--- src/rtl/cmd_buf_pkg.sv ---
package cmd_buf_pkg;
  parameter int unsigned NUM_LANES = 25;
  parameter int unsigned DUP_LANES = 14;
  // fixed control positions (bit index = lane - 1)
  parameter int unsigned CS_POS    = 6;
  parameter int unsigned CKE_POS_A = 0;
  parameter int unsigned ODT_POS_A = 3;
  parameter int unsigned ODT_POS_B = 10;
  parameter int unsigned CKE_POS_B = 13;

  typedef enum logic [2:0] {
    ROLE_DATA,
    ROLE_CKE,
    ROLE_ODT,
    ROLE_CS,
    ROLE_OFF
  } lane_role_e;

  function automatic lane_role_e lane_role(input int unsigned k, input logic dup,
                                           input logic map_b, input int unsigned nd);
    lane_role_e r;
    r = ROLE_DATA;
    if (dup && k >= nd)                       r = ROLE_OFF;
    else if (k == CS_POS)                     r = ROLE_CS;
    else if (!(dup && map_b) && k == CKE_POS_A) r = ROLE_CKE;
    else if (!(dup && map_b) && k == ODT_POS_A) r = ROLE_ODT;
    else if (dup && map_b && k == CKE_POS_B)  r = ROLE_CKE;
    else if (dup && map_b && k == ODT_POS_B)  r = ROLE_ODT;
    return r;
  endfunction
endpackage

--- src/rtl/cmd_lane_map.sv ---
module cmd_lane_map
  import cmd_buf_pkg::*;
#(
  parameter int unsigned NL = NUM_LANES,
  parameter int unsigned ND = DUP_LANES
) (
  input  logic          dup_i,
  input  logic          map_b_i,
  input  logic [NL-1:0] lane_i,
  input  logic          cke_i,
  input  logic          odt_i,
  input  logic          cs_n_i,
  output logic [NL-1:0] nxt_o,
  output logic [NL-1:0] ctl_o   // 1: lane loads every edge, bypasses hold
);
  for (genvar k = 0; k < NL; k++) begin : g_lane
    lane_role_e role;
    always_comb begin
      role     = lane_role(k, dup_i, map_b_i, ND);
      nxt_o[k] = 1'b0;
      ctl_o[k] = 1'b1;
      unique case (role)
        ROLE_DATA: begin
          nxt_o[k] = lane_i[k];
          ctl_o[k] = 1'b0;
        end
        ROLE_CKE: nxt_o[k] = cke_i;
        ROLE_ODT: nxt_o[k] = odt_i;
        ROLE_CS:  nxt_o[k] = cs_n_i;
        default:  nxt_o[k] = 1'b0;
      endcase
    end
  end
endmodule

--- src/rtl/cmd_lane_reg.sv ---
module cmd_lane_reg #(
  parameter int unsigned NL = 25
) (
  input  logic          clk_i,
  input  logic          rst_ni,
  input  logic          hold_i,
  input  logic [NL-1:0] nxt_i,
  input  logic [NL-1:0] ctl_i,
  output logic [NL-1:0] q_o
);
  for (genvar k = 0; k < NL; k++) begin : g_ff
    always_ff @(posedge clk_i or negedge rst_ni) begin
      if (!rst_ni)                 q_o[k] <= 1'b0;
      else if (ctl_i[k] || !hold_i) q_o[k] <= nxt_i[k];
    end
  end
endmodule

--- src/rtl/cmd_out_fanout.sv ---
module cmd_out_fanout #(
  parameter int unsigned NL = 25,
  parameter int unsigned ND = 14
) (
  input  logic          mode_i,
  input  logic [NL-1:0] q_i,
  output logic [NL-1:0] q_a_o,
  output logic [NL-1:0] q_b_o
);
  assign q_a_o = q_i;
  for (genvar k = 0; k < NL; k++) begin : g_b
    if (k < ND) begin : g_copy
      assign q_b_o[k] = mode_i & q_i[k];
    end else begin : g_zero
      assign q_b_o[k] = 1'b0;
    end
  end
endmodule

--- src/rtl/cmd_reg_buf.sv ---
module cmd_reg_buf
  import cmd_buf_pkg::*;
(
  input  logic                 clk_i,
  input  logic                 rst_ni,
  input  logic                 dup_mode_i,
  input  logic                 map_b_i,
  input  logic                 cs_n_i,
  input  logic                 cs_gate_i,
  input  logic                 cke_i,
  input  logic                 odt_i,
  input  logic [NUM_LANES-1:0] lane_i,
  output logic [NUM_LANES-1:0] q_a_o,
  output logic [NUM_LANES-1:0] q_b_o
);
  localparam int unsigned NL = NUM_LANES;
  localparam int unsigned ND = DUP_LANES;

  logic [NL-1:0] nxt, ctl, q;
  logic          mode_q;
  logic          hold;

  assign hold = cs_n_i & cs_gate_i;

  // registered mode so a config change lands with the data it governs
  always_ff @(posedge clk_i or negedge rst_ni) begin
    if (!rst_ni) mode_q <= 1'b0;
    else         mode_q <= dup_mode_i;
  end

  cmd_lane_map #(.NL(NL), .ND(ND)) u_map (
    .dup_i   (dup_mode_i),
    .map_b_i (map_b_i),
    .lane_i  (lane_i),
    .cke_i   (cke_i),
    .odt_i   (odt_i),
    .cs_n_i  (cs_n_i),
    .nxt_o   (nxt),
    .ctl_o   (ctl)
  );

  cmd_lane_reg #(.NL(NL)) u_reg (
    .clk_i  (clk_i),
    .rst_ni (rst_ni),
    .hold_i (hold),
    .nxt_i  (nxt),
    .ctl_i  (ctl),
    .q_o    (q)
  );

  cmd_out_fanout #(.NL(NL), .ND(ND)) u_fan (
    .mode_i (mode_q),
    .q_i    (q),
    .q_a_o  (q_a_o),
    .q_b_o  (q_b_o)
  );


  always @(negedge clk_i) begin
    if (!rst_ni) begin
      rst_out_chk: assert (q_a_o == '0 && q_b_o == '0);
    end
  end


  b_off_chk: assert property (@(posedge clk_i) disable iff (!rst_ni)
    !dup_mode_i |=> q_b_o == '0);


  dup_copy_chk: assert property (@(posedge clk_i) disable iff (!rst_ni)
    dup_mode_i |=> (q_b_o[ND-1:0] == q_a_o[ND-1:0]) && (q_a_o[NL-1:ND] == '0));


  map_b_cke_chk: assert property (@(posedge clk_i) disable iff (!rst_ni)
    (dup_mode_i && map_b_i) |=> q_a_o[CKE_POS_B] == $past(cke_i));


  cs_lane_chk: assert property (@(posedge clk_i) disable iff (!rst_ni)
    1'b1 |=> q_a_o[CS_POS] == $past(cs_n_i));


  data_hold_chk: assert property (@(posedge clk_i) disable iff (!rst_ni)
    (cs_n_i && cs_gate_i) |=> $stable(q_a_o[2:1]));
endmodule

--- config.mk ---
export PLATFORM = sky130hd
export DESIGN_NAME = cmd_reg_buf
export DESIGN_NICKNAME = d
export VERILOG_FILES = /design/src/rtl/cmd_buf_pkg.sv /design/src/rtl/cmd_lane_map.sv /design/src/rtl/cmd_lane_reg.sv /design/src/rtl/cmd_out_fanout.sv /design/src/rtl/cmd_reg_buf.sv
export SDC_FILE = /design/constraint.sdc
export NUM_CORES = 1
export LEC_CHECK = 0
export ABC_AREA = 1
export BUFFER_PORTS_ARGS = -buffer_cell sky130_fd_sc_hd__buf_2
export CELL_PAD_IN_SITES_DETAIL_PLACEMENT = 0
export CELL_PAD_IN_SITES_GLOBAL_PLACEMENT = 1
export CORE_ASPECT_RATIO = 0.8
export CORE_UTILIZATION = 28
export DETAILED_ROUTE_END_ITERATION = 10
export PLACE_DENSITY_LB_ADDON = 0.1
export SYNTH_ARGS = -nofsm -noshare
export SYNTH_HDL_FRONTEND = slang
export SYNTH_SLANG_ARGS = --single-unit
export TNS_END_PERCENT = 1
--- constraint.sdc ---
create_clock -name clk_i -period 1.1 [get_ports clk_i]
set_input_delay 0.165 -clock clk_i [delete_from_list [all_inputs] [get_ports clk_i]]
set_output_delay 0.165 -clock clk_i [all_outputs]
set_load 0.01 [all_outputs]
# [Yosys cells after proc, flatten, opt, wreduce, memory -nomap -nowiden]
# Cells that the tools add are included.
[word_totals] reg_bits=26 inputBits=33 output_inout_bits=50 wordCells=93
[op_classes] eq_ne=15 mux=25 bitwise=15 n_reduce_logical=12
[op_table] cell="1-bit one-hot mux with 4 select lines" count=15
[op_table] cell="3-bit by 2-bit equality test with 1-bit output, second input constant" count=6
[op_table] cell="1-bit AND" count=15
[op_table] cell="3-bit logical NOT" count=5
[op_table] cell="3-bit by 1-bit equality test with 1-bit output, second input constant" count=3
[op_table] cell="1-bit two-way mux" count=7
[op_table] cell="1-bit logical OR" count=5
[op_table] cell="1-bit by 2-bit equality test with 1-bit output, second input constant" count=2
[op_table] cell="2-bit equality test, second input constant" count=2
[op_table] cell="2-bit two-way mux" count=2
[op_table] cell="3-bit two-way mux" count=1
[op_table] cell="2-bit by 1-bit equality test with 1-bit output, second input constant" count=1
[op_table] cell="1-bit equality test, second input constant" count=1
[op_table] cell="1-bit logical AND" count=1
[op_table] cell="1-bit logical NOT" count=1

# [Logic depth before layout (Yosys ltp)]
# Gate-level depths: netlist of run 1.
[depth] ltp_word=5 mapped_depth=6 depth_no_buf=5

# [By module]
# A second synthesis of run 1 with hierarchy kept.
[hier_totals] hier_cells=298 hier_area_um2=2047.0
[by_module_without_submodules] mod="cmd_lane_reg" n_inst=1 cells_per_inst=156 area_per_inst_um2=1193.6 seq_area_each_um2=625.6
[by_module_without_submodules] mod="cmd_lane_map" n_inst=1 cells_per_inst=73 area_per_inst_um2=430.4 seq_area_each_um2=0.0
[by_module_without_submodules] mod="cmd_out_fanout" n_inst=1 cells_per_inst=66 area_per_inst_um2=390.4 seq_area_each_um2=0.0
[by_module_without_submodules] mod="cmd_reg_buf" n_inst=1 cells_per_inst=3 area_per_inst_um2=32.5 seq_area_each_um2=25.0

# [Worst setup path after synthesis of run 1]
# Ideal clock, no wire load.
[synth_path] path_type="reg-to-output" start="register mode_q" end="output q_b_o[10]" arrival_ns=0.693 required_ns=0.935 path_slack_ns=0.242 path_stages_with_launch=4 n_path_buf=1 cell_sequence="dfrtp_1 > buf_2 > nand2_1 > inv_1"
[synth_between] elab_chain_len=1
[synth_rtl] element="start: declaration" line_no="cmd_reg_buf.sv:20" rtl="logic mode_q;"
[synth_rtl] element="start signal: assignment" line_no="cmd_reg_buf.sv:28" rtl="else mode_q <= dup_mode_i;"
[synth_rtl] element="1-bit AND" line_no="cmd_out_fanout.sv:13" rtl="assign q_b_o[k] = mode_i & q_i[k];"
[synth_rtl] element="end: declaration" line_no="cmd_reg_buf.sv:14" rtl="output logic [NUM_LANES-1:0] q_b_o"
# Every way passes these cells.

# [Worst setup path after layout of run 1]
[layout_path] start="register mode_q" end="output q_b_o[11]"
# Same word-level chain as after synthesis.

==> impl_metrics.py, run 1 <==
metrics = {
    "global_routing": {
        "grt_pass1_vias": 1056,
        "grt_pass1_wl_um": 5040,
        "track_usage_pct": 13.2,
        "grt_max_degree": 27,
        "antenna_found_initial": 0,
        "grt-ovfl-total": 0,
    },
    "cts": {
        "cts-root-buf": "clkbuf_8",
        "clockBufferDepth": 2,
        "clk_latency_ps": 260,
        "h-tree-depth": 1,
        "clock-sinks": 26,
        "cts_tree": "done",
        "clk_pin_slew_ps": 90,
        "cts_buffers": 3,
    },
    "die": {
        "core-area_mm2": 0.00431,
        "start_util_pct": 30.2,
        "die_height_um": 63.0,
        "rows": 21,
        "die_area_mm2": 0.00493,
        "die_x_um": 78.3,
        "design.portCount": 83,
    },
    "timing": {
        "min_period_ps": 1230,
        "post-route-period-util_pct": 111,
        "fin_skew_ps": 0,
        "setup_viol": 14,
        "max_freq_mhz": 816,
        "setup_slack_ps": -126,
        "rsz0062_at_grt": "yes",
        "slew_viol_final": 0,
        "timing_hold_violations_final": 0,
    },
    "place": {
        "dpl.hpwl_um": 2280,
        "place_congestion": 0.669,
        "numPortBuffers": 70,
        "dpl_cell_area_mm2": 0.00163,
        "place_ws_ps": 46.2,
    },
    "layout": {
        "fill_cells": 476,
        "design_area_mm2": 0.00177,
        "regArea_um2": 652,
        "drive_gt1_share_pct": 42.8,
        "synthToLayoutAreaGrowth_pct": 36.0,
        "layout_commonest_cell": "nand2_1",
        "multi_input_area_um2": 508,
        "final_cell_mix": "nand2_1, buf_2, dfrtp_1",
        "n_antenna_cell": 0,
        "nNetsFinal": 271,
    },
    "outcome": {
        "status": "complete, but fails checks",
        "violations": "setup timing",
    },
    "routing": {
        "drtPass1Iterations": 6,
        "via_count": 1218,
        "m1WireLength_um": 1370,
        "final_antenna_net_count": 0,
        "viasPerCell": 4.16,
        "met2_length_um": 1580,
        "highest_layer": "met4",
        "drt_iter0_drc": 41,
        "wl_met3_um": 179,
        "wl_um": 3160,
        "drc": 0,
        "wire_per_inst_um": 10.8,
    },
    "synthesis": {
        "synth_seq_cells": 26,
        "yosys-top-cells-area": "dfrtp_1, nand2_1, buf_4",
        "ys_warn_count": 0,
        "yosys.area.top_type_share_pct": 50.0,
        "ys_types": 13,
        "syn_area_mm2": 0.00130,
        "syn_inst": 166,
        "postSynthAreaPerCell_um2": 7.85,
        "synth_area_leader_cell": "dfrtp_1",
        "synth_seq_area_share_pct": 50.0,
    },
    "setup_path": {
        "start_kind": "register",
        "cp-end-kind": "output port",
        "slowest_delay_ps": 430,
        "cpMaxStageDelayCell": "dfrtp_2",
        "worstSetupPathType": "reg2out",
        "path_delay_family": "flip-flops",
        "cp.arrival_ps": 1060,
        "crit_chain": "buf_8, nand2_2, inv_1, buf_2",
        "crit_fanout": 7,
        "cp_num_buf_inv": 3,
        "required_ps": 940,
    },
    "power": {
        "p_leak_uw": 0.00112,
        "ir_drop_v": 0.000460,
        "power_density_mw_per_mm2": 1170,
    },
    "run": {
        "cap_viol_max_count": 0,
    },
    "worst_hold_path": {
        "hold_class": "in2reg",
    },
}
-- cell families (layout without fill, tap and decap cells) --
kind of cell / count (synthesis) / in the layout / share of synthesized area, %
DFF: 26 / 26 / 50.0
other: 1 / 11 / 0.288
and+or+nand+nor: 104 / 104 / 33.5
buffers and inverters: 35 / 95 / 16.2
-- final cells by class --
class	instances	area share (%)
timing repair buffer	75	24.4
tap	57	4.03
sequential	26	36.8
clock buffer	3	2.33
multi-input combinational	115	28.7
inverter	17	3.74
-- final timing paths --
check                              startpoint             to  slack, ps  depth (start not counted)
min in group asynchronous              rst_ni   u_reg.q_o[3]        420                          3
worst min-delay path                   cs_n_i   u_reg.q_o[6]         40                          1
worst max-delay path                   mode_q      q_b_o[11]       -130                          4
worst max register to register  u_reg.q_o[10]  u_reg.q_o[10]        450                          2
max in group asynchronous              rst_ni         mode_q        400                          3
worst min register to register  u_reg.q_o[14]  u_reg.q_o[14]        480                          2
-- repair_timing --
action,CTS,global route
gates resized for setup,9,18
cloned,0,0
pin swaps,1,0
endpoints found under the setup margin,14,14
hold buffers,1,0
setup buffers,2,0
hold endpoints to repair,26,0
-- layer usage --
metal | track usage, % | vias up
li1 | - | 611
met1 | 16.7 | 560
met2 | 22.6 | 45
met3 | 3.07 | 2
met4 | 3.47 | 0
met5 | 0 | -
-- worst register-to-register path: stages (launching register included) --
cell and delay (ps):
dfrtp_1 420, nand3_1 90, nand2_1 50
-- registers in the layout (all words and copies together), names as in the netlist --
name / cells
mode_q: 1
u_reg.q_o: 25
-- through the flow --
| stage | hold WS (ps) | cells | total power, uW | TNS, ps | utilization, % |
|---|---|---|---|---|---|
| 2_1_floorplan | -131 | 176 | 1350 | 0 | - |
| 3_3_place_gp | 176 | 287 | 1510 | 0 | 37.9 |
| 5_1_grt | 32.6 | 293 | 2210 | -2250 | 41.1 |
| 6_report | 45.0 | 293 | 2080 | -1610 | 41.1 |
| 3_5_place_dp | 192 | 287 | 1520 | 0 | 37.9 |
| 4_1_cts | 36.1 | 293 | 2080 | -1620 | 39.9 |
-- where the power goes --
part	total, uW	internal, uW	switching [uW]
Combinational	464	198	266
Sequential	1080	1030	54.4
Clock	530	245	285
-- cell usage after synthesis --
master   number
inv_2         2
nand2_4       2
nor2_4        1
inv_4         1
dfrtp_1      26
nand3_1      17
nor2_2        1
buf_4        12
inv_1        14
buf_2         2
conb_1        1
buf_6         4
nand2_1      83
No activity file was read; power rests on OpenSTA's default activity.
==> inputs of run 2 (changes only) <==
Settings changed: ABC_AREA 1 to unset, CORE_UTILIZATION 28 to 31, CTS_BUF_LIST set to sky130_fd_sc_hd__clkbuf_4 sky130_fd_sc_hd__clkbuf_8.
==> run 2 against run 1 <==
Net effect:
- the run still ends with setup timing left
- core utilization is 7.0 points higher
- cell area is 6.6% higher
- routed wire length hardly changed
- highest routed layer unchanged
==> impl_metrics.py, run 2 <==
metrics = {
    "outcome": {
        "status": "complete, but fails checks",
        "violations": "setup timing",
    },
    "layout": {
        "largest_register": "u_reg.q_o",
        "largest_registers": "u_reg.q_o (25), mode_q (1)",
        "fill_cells": 389,
        "nNetsFinal": 227,
        "layout_commonest_cell": "buf_2",
        "final_util_pct": 48.1,
        "largest_reg_flops": 25,
        "n_antenna_cell": 0,
        "final_cell_mix": "buf_2, dfrtp_1, buf_6",
        "synthToLayoutAreaGrowth_pct": 43.4,
        "drive_gt1_share_pct": 62.0,
    },
    "place": {
        "place_ws_ps": 69.2,
        "numPortBuffers": 70,
        "dpl.hpwl_um": 2290,
        "place_congestion": 0.790,
    },
    "routing": {
        "drc": 0,
        "wire_per_inst_um": 12.8,
        "drtPass1Iterations": 4,
        "final_antenna_net_count": 0,
        "via_count": 1123,
        "wl_um": 3160,
        "viasPerCell": 4.55,
        "drt_iter0_drc": 52,
    },
    "timing": {
        "whs_ps": 128,
        "tightestPinTransition_ps": 575,
        "min_period_ps": 1240,
        "timing_hold_violations_final": 0,
        "fin_skew_ps": 0,
        "setup_viol": 14,
        "post-route-period-util_pct": 113,
        "max_freq_mhz": 804,
        "relSlewSlack_pct": 61.7,
        "setup_slack_ps": -144,
        "rsz0062_at_grt": "yes",
        "finalSetupTns_ps": -1960,
        "slew_viol_final": 0,
    },
    "synthesis": {
        "syn_area_mm2": 0.00132,
        "synth_area_leader_cell": "dfrtp_1",
        "ys_types": 14,
        "postSynthAreaPerCell_um2": 10.8,
        "synth_seq_area_share_pct": 49.4,
        "ys_warn_count": 0,
        "synth_common_cells": "dfrtp_1, a21bo_2, and2_1, nand3_1, a21oi_1",
        "ys.flop_type": "dfrtp_1",
        "synth_seq_cells": 26,
        "syn_inst": 122,
        "yosys-top-cells-area": "dfrtp_1, a21bo_2, mux2_2",
        "post-synth-top-count-cell": "dfrtp_1",
        "async_flop_share_pct": 100,
        "synth_edf_count": 0,
        "yosys.area.top_type_share_pct": 49.4,
    },
    "worst_hold_path": {
        "holdPathEnd": "u_reg.q_o[9]",
        "hold_depth": 2,
        "hold_class": "in2reg",
        "worstHoldStart": "lane_i[9]",
    },
    "setup_path": {
        "reg2reg_from": "u_reg.q_o[5]",
        "r2r_cells": 1,
        "required_ps": 940,
        "crit-reg2reg-capture": "u_reg.q_o[5]",
        "cp-end-kind": "output port",
        "rrSetupSlack_ps": 330,
        "start_kind": "register",
        "cp.arrival_ps": 1080,
        "worstSetupPathType": "reg2out",
        "crit_fanout": 7,
    },
    "die": {
        "die_height_um": 60.3,
        "rows": 20,
        "die_x_um": 74.9,
        "design.portCount": 83,
        "die_area_mm2": 0.00452,
        "core-area_mm2": 0.00393,
        "start_util_pct": 33.5,
    },
    "global_routing": {
        "grt-ovfl-total": 0,
        "grt_max_degree": 32,
        "antenna_found_initial": 0,
        "grt_pass1_vias": 1023,
        "grt_pass1_wl_um": 4770,
        "track_usage_pct": 14.1,
    },
    "cts": {
        "cts-root-buf": "clkbuf_8",
        "clock-sinks": 26,
        "clk_pin_slew_ps": 90,
        "h-tree-depth": 1,
        "cts_tree": "done",
        "cts_buffers": 3,
        "clockBufferDepth": 2,
        "clk_latency_ps": 260,
    },
    "power": {
        "switching_share_pct": 26.6,
        "power_density_mw_per_mm2": 1130,
        "p_leak_uw": 0.000960,
        "comb_power_share_pct": 25.6,
        "power_frac_seq_pct": 50.1,
        "p_int_uw": 1570,
        "clkPwrFrac_pct": 24.3,
        "ir_drop_v": 0.000616,
        "p_sw_uw": 570,
    },
    "run": {
        "cap_viol_max_count": 0,
    },
}
## run 2: repair_timing
item / CTS / global route
pin swaps: 1 / 0
hold buffers: 1 / 0
setup endpoints to repair: 14 / 14
buffers inserted: 0 / 2
gates resized for setup: 1 / 33
endpoints found under the hold margin: 26 / 0
## run 2: cells by family (layout without fill, tap and decap cells)
kind of cell	after synthesis	after routing	synth area share (%)
AND/OR/NAND/NOR	34	34	14.9
flip-flops	26	26	49.4
multiplexers	9	9	7.69
other	1	11	0.285
AO/OA/AOI/OAI	32	32	18.2
buffers and inverters	20	80	9.50
## run 2: worst max-delay path by stage
stage / startpoint / endpoint / slack, ps / cells after the start
global route: mode_q / q_b_o[13] / -180 / 3
floorplan: mode_q / q_b_o[10] / 210 / 2
CTS: mode_q / q_b_o[3] / -130 / 2
detailed placement: mode_q / q_b_o[3] / 70 / 2
global placement: mode_q / q_b_o[3] / 90 / 2
finish: mode_q / q_b_o[2] / -140 / 3
## run 2: routing by layer
layer / track usage, % / wire (um)
met3: 3.88 / 181
met1: 18.9 / 1430
met4: 2.43 / 19
met2: 23.2 / 1540
met5: 0 / 0
## run 2: power by group through the flow
stage,clock [uW],combinational [uW],sequential (uW)
after CTS,539,462,1070
after detailed placement,0,459,1090
after floorplan,0,244,1120
final,519,548,1070
after global routing,589,599,1080
after global placement,0,454,1090
## run 2: area by class of cell
type	count	area [um2]	area share, %
sequential	26	652	34.5
clock buffer	3	41.3	2.19
multi-input combinational	86	614	32.5
tap	55	68.8	3.64
timing repair buffer	77	513	27.2
## run 2: through the flow
stage / power (uW) / cells / area (um2)
finish: 2140 / 247 / 1890
global route: 2270 / 247 / 1890
CTS: 2080 / 245 / 1740
detailed placement: 1550 / 241 / 1690
global placement: 1540 / 241 / 1690
floorplan: 1360 / 132 / 1360
## run 2: critical path, cell delays in order, from the launching register on
cell     delay [ps]
dfrtp_2         430
buf_6           140
and2_4          130
buf_6           110
